**config.mk**
```make
export PLATFORM = sky130hd
export DESIGN_NAME = autorep_gen
export DESIGN_NICKNAME = d
export VERILOG_FILES = /design/src/rtl/autorep_pkg.sv /design/src/rtl/ar_cfg_decode.sv /design/src/rtl/ar_interval_counter.sv /design/src/rtl/autorep_gen.sv
export SDC_FILE = /design/constraint.sdc
export NUM_CORES = 1
export LEC_CHECK = 0
export BUFFER_PORTS_ARGS = -buffer_cell sky130_fd_sc_hd__buf_2
export CAP_MARGIN = 20
export CORE_MARGIN = 2
export CORE_UTILIZATION = 35
export DETAILED_ROUTE_END_ITERATION = 8
export MAX_ROUTING_LAYER = met4
export PLACE_DENSITY = 0.58
export SLEW_MARGIN = 20
export SYNTH_ARGS = -nofsm -noshare
export SYNTH_HDL_FRONTEND = slang
export SYNTH_SLANG_ARGS = --single-unit
```
**constraint.sdc**
```tcl
create_clock -name clk -period 5.4 [get_ports clk]
set_clock_uncertainty 0.05 [all_clocks]
set_input_delay 0.27 -clock clk [delete_from_list [all_inputs] [get_ports clk]]
set_output_delay 0.27 -clock clk [all_outputs]
set_load 0.02 [all_outputs]
```
**src/rtl/autorep_pkg.sv**
```systemverilog
`timescale 1ns/1ps
package autorep_pkg;
  typedef enum logic {PH_WAIT = 1'b0, PH_RPT = 1'b1} ar_phase_t;
  localparam logic [7:0] REPEAT_CODE = 8'h7E;
endpackage

```
**src/rtl/ar_cfg_decode.sv**
```systemverilog
`timescale 1ns/1ps
module ar_cfg_decode #(
  parameter int DLY_BITS  = 4,
  parameter int RATE_BITS = 3,
  parameter int DLY_STEP  = 8,
  parameter int RATE_STEP = 4,
  parameter int CFG_W     = DLY_BITS + RATE_BITS + 1,
  parameter int CNT_W     = $clog2(DLY_STEP * (2 ** DLY_BITS)) + 1
) (
  input  logic [CFG_W-1:0] cfg,
  output logic             en,
  output logic [CNT_W-1:0] dly_tgt,
  output logic [CNT_W-1:0] rate_tgt
);
  localparam int EN_POS = DLY_BITS + RATE_BITS;

  always_comb begin
    en       = cfg[EN_POS];
    dly_tgt  = CNT_W'((int'(cfg[DLY_BITS-1:0]) + 1) * DLY_STEP);
    rate_tgt = CNT_W'((int'(cfg[DLY_BITS +: RATE_BITS]) + 1) * RATE_STEP);
  end
endmodule

```
**src/rtl/ar_interval_counter.sv**
```systemverilog
`timescale 1ns/1ps
module ar_interval_counter
  import autorep_pkg::*;
#(
  parameter int CNT_W   = 8,
  parameter int CNT_MAX = 128
) (
  input  logic             clk,
  input  logic             rst,
  input  logic             run,
  input  logic             restart,
  input  logic             tick,
  input  logic [CNT_W-1:0] dly_tgt,
  input  logic [CNT_W-1:0] rate_tgt,
  output logic             fire
);
  ar_phase_t        phase;
  logic [CNT_W-1:0] cnt;
  logic [CNT_W-1:0] cur_tgt;

  always_comb begin
    cur_tgt = (phase == PH_RPT) ? rate_tgt : dly_tgt;
    fire    = run && !restart && tick && (cnt >= cur_tgt - 1'b1);
  end

  always_ff @(posedge clk) begin
    if (rst || !run || restart) begin
      cnt   <= '0;
      phase <= PH_WAIT;
    end else if (tick) begin
      if (fire) begin
        cnt   <= '0;
        phase <= PH_RPT;
      end else begin
        cnt <= cnt + 1'b1;
      end
    end
  end

  AST_CNT_BOUND: assert property (@(posedge clk) disable iff (rst)
    int'(cnt) < CNT_MAX);
  AST_RPT_ENTRY: assert property (@(posedge clk) disable iff (rst)
    $rose(phase == PH_RPT) |-> $past(tick) && $past(run));
  AST_IDLE_WHEN_STOPPED: assert property (@(posedge clk) disable iff (rst)
    $past(!run) |-> (cnt == '0) && (phase == PH_WAIT));
endmodule

```
**src/rtl/autorep_gen.sv**
```systemverilog
`timescale 1ns/1ps
module autorep_gen
  import autorep_pkg::*;
#(
  parameter int DLY_BITS  = 4,
  parameter int RATE_BITS = 3,
  parameter int DLY_STEP  = 8,
  parameter int RATE_STEP = 4
) (
  input  logic       clk,
  input  logic       rst,
  input  logic       tick,
  input  logic       held,
  input  logic       key_evt,
  input  logic [7:0] cfg,
  output logic       push,
  output logic [7:0] push_code
);
  localparam int CFG_W   = DLY_BITS + RATE_BITS + 1;
  localparam int CNT_MAX = DLY_STEP * (2 ** DLY_BITS);
  localparam int CNT_W   = $clog2(CNT_MAX) + 1;

  logic             en;
  logic [CNT_W-1:0] dly_tgt;
  logic [CNT_W-1:0] rate_tgt;
  logic             fire;

  ar_cfg_decode #(
    .DLY_BITS(DLY_BITS), .RATE_BITS(RATE_BITS),
    .DLY_STEP(DLY_STEP), .RATE_STEP(RATE_STEP),
    .CFG_W(CFG_W), .CNT_W(CNT_W)
  ) u_dec (
    .cfg(cfg[CFG_W-1:0]), .en(en), .dly_tgt(dly_tgt), .rate_tgt(rate_tgt)
  );

  ar_interval_counter #(.CNT_W(CNT_W), .CNT_MAX(CNT_MAX)) u_cnt (
    .clk(clk), .rst(rst), .run(en && held), .restart(key_evt),
    .tick(tick), .dly_tgt(dly_tgt), .rate_tgt(rate_tgt), .fire(fire)
  );

  always_ff @(posedge clk) begin
    if (rst) begin
      push      <= 1'b0;
      push_code <= 8'h00;
    end else begin
      push      <= fire;
      push_code <= fire ? REPEAT_CODE : 8'h00;
    end
  end

  AST_PUSH_ONLY_ENABLED: assert property (@(posedge clk) disable iff (rst)
    push |-> $past(cfg[7]) && $past(held));
  AST_PUSH_AFTER_TICK: assert property (@(posedge clk) disable iff (rst)
    push |-> $past(tick));
  AST_PUSH_SINGLE: assert property (@(posedge clk) disable iff (rst)
    push |=> !push);
  AST_EVT_BLOCKS_PUSH: assert property (@(posedge clk) disable iff (rst)
    push |-> !$past(key_evt));
endmodule

```
==> impl_metrics.ini <==
[power]
p_int_mw = 0.113
p_leak_nw = 0.398
finalPower_mw = 0.152
pwr-share-seq = 0.486
clkPwrFrac = 0.321
swShare = 0.256
p_comb_frac = 0.193
p_per_area_nw_per_um2 = 169
power.switching_mw = 0.0390
ir_worst_vdd_v = 0.000186

[timing]
rsz0062_at_grt = false
fin_setup_tns_ns = 0
slew_viol_final = 0
max_freq_mhz = 408
period_share = 0.454
fin_crit_ns = 2.45
finalHoldViolCount = 0
finalSetupViolCount = 0
setup_slack_ns = 2.95

[synthesis]
syn_inst = 97
ys_top_cells_by_count = 10 x dfxtp_1, 9 x ha_1, 9 x xnor2_1, 8 x buf_4, 8 x nand2_1
synth.area.top_cells = dfxtp_1 25%, ha_1 14%, xnor2_1 9.7%, buf_4 7.4%, nor3_1 4.3%
synth_most_common_cell = dfxtp_1
syn_avg_cell_area_um2 = 8.41
yosysWarnings = 0
synth_top_area_cell = dfxtp_1
ys_async_sr_fraction = 0
syn_area_um2 = 816
synth_cell_types = 33
ys.flop_type = dfxtp_1
ys_seq_area_frac = 0.245
synth.top_cell.area_share = 0.245
synth-seq-cells = 10
synth_edf_count = 0

[worst_setup_path]
endpoint_kind = register
critPathLaunchType = input port
worstSetupPathType = input port to register
crit_arrival_ns = 2.55
cp.required_ns = 5.50
worstPathMaxFanout = 8

[global_routing]
grt_max_degree = 13
grt_pass1_vias = 611
antenna_found_initial = 0
gr-total-overflow = 0
grt_usage = 0.119
grt_pass1_wl_um = 2420

[drt]
routed_via_density = 4.91
firstDrtPassIters = 2
wire_per_inst_um = 10.3
wl_um = 1430
drc = 0
ant_nets = 0
vias = 678
drt_iter0_markers = 6

[final_layout]
final-instance-count-excl-fill = 138
syn2layout_area_growth_pct = 10.6
post-route-cell-area_um2 = 902
nNetsFinal = 134
drive_gt1_frac = 0.236
nFillCells = 239
seqCellArea_um2 = 200
diodes = 0
multiInputGateArea_um2 = 542

[clock_tree]
htreeDepth = 1
cts_tree = done
cts_made_buffers = 3
cts_setup_buffers = 0
cts_hold_buffers = 0
postCtsResizedCells = 0
root_buffer = clkbuf_4
cts_max_path_buffers = 2
clkSlewWorstSetupHoldPaths_ns = 0.06
clock_latency_ns = 0.26
cts.sinks = 10

[die]
initial_core_util = 0.369
core_um2 = 2210
die_w_um = 52.3
die_y_um = 52.3
num_io_pins = 22
core.rowCount = 17
fp.dieArea_um2 = 2730

[placement]
dp_hpwl_um = 1180
dp_slack_ns = 2.68
dpl.cell_count = 135
gp_congestion = 0.766
place_area_um2 = 880
numPortBuffers = 19

[outcome]
status = completed

[worst_hold_path]
hp-class = input port to register

[run]
cap_violations = 0
## critical path, cell delays in order
cell     delay (ns)
buf_2          0.13
ha_1           0.34
o32ai_1        0.37
nor2b_1        0.24
a21oi_1        0.09
ha_1           0.29
nand2_1        0.08
nor4_1         0.06
o311a_2        0.47
o21ba_2        0.21
## through the flow
stage                     utilization  hold WS [ns]
after floorplan                     -         0.292
after global placement          0.398         0.402
after detailed placement        0.398         0.397
after CTS                       0.408         0.119
after global routing            0.408         0.123
final                           0.408         0.123
## logic make-up after synthesis
kind of cell	synth area share
XOR/XNOR	0.140
flip-flops	0.245
other	0.00460
multiplexers	0.0123
AND/OR/NAND/NOR	0.245
AO/OA/AOI/OAI	0.120
adder cells (fa/ha/maj)	0.138
buffers and inverters	0.0951
## power groups by stage
stage          Clock (mW)  Sequential (mW)  Combinational, mW
3_5_place_dp            0           0.0757             0.0293
2_1_floorplan           0           0.0756             0.0211
5_1_grt            0.0545           0.0740             0.0334
6_report           0.0489           0.0740             0.0294
3_3_place_gp            0           0.0757             0.0289
4_1_cts            0.0502           0.0740             0.0296
## cell usage in the layout, fill, tap and decap left out, types with 2 or more instances in the layout
| cell type | count |
|---|---|
| a21oi_1 | 3 |
| or3_1 | 2 |
| dfxtp_1 | 10 |
| nor2_1 | 7 |
| clkbuf_4 | 3 |
| inv_1 | 2 |
| ha_1 | 9 |
| nand4_1 | 3 |
| nor3_1 | 7 |
| nand2b_1 | 2 |
| conb_1 | 2 |
| nor2b_1 | 3 |
| buf_2 | 19 |
| xor2_1 | 4 |
| xnor2_1 | 9 |
| nand2_1 | 8 |
## path summary, 6_finish.rpt
path	from	to	slack, ns	depth (start not counted)
setup / recovery	cfg[0]	u_cnt.phase$_SDFFE_PP0P_	2.95	10
hold / removal	rst	push_code[5]$_SDFF_PP0_	0.12	2
setup reg to reg	u_cnt.phase$_SDFFE_PP0P_	u_cnt.phase$_SDFFE_PP0P_	2.99	9
hold reg to reg	u_cnt.cnt[0]$_SDFFE_PP0P_	u_cnt.cnt[0]$_SDFFE_PP0P_	0.48	2
## layout make-up
type,instances,area share
clock buffers,3,0.0250
inverters,2,0.00832
multi-input cells,76,0.601
flip-flops and latches,10,0.222
well taps,28,0.0388
repair buffers,19,0.105
## registers in the layout, indices dropped and copies added, names as in the netlist
register	flops
u_cnt.phase	1
push_code	1
u_cnt.cnt	8
## routing by layer
layer / vias to the layer above / track usage / share of wire
li1: 364 / - / -
met5: - / - / 0
met4: 0 / 0.0427 / 0.0098
met2: 19 / 0.192 / 0.45
met3: 2 / 0.0371 / 0.054
met1: 293 / 0.139 / 0.48
Note: power is estimated with default switching activity, not from simulation.
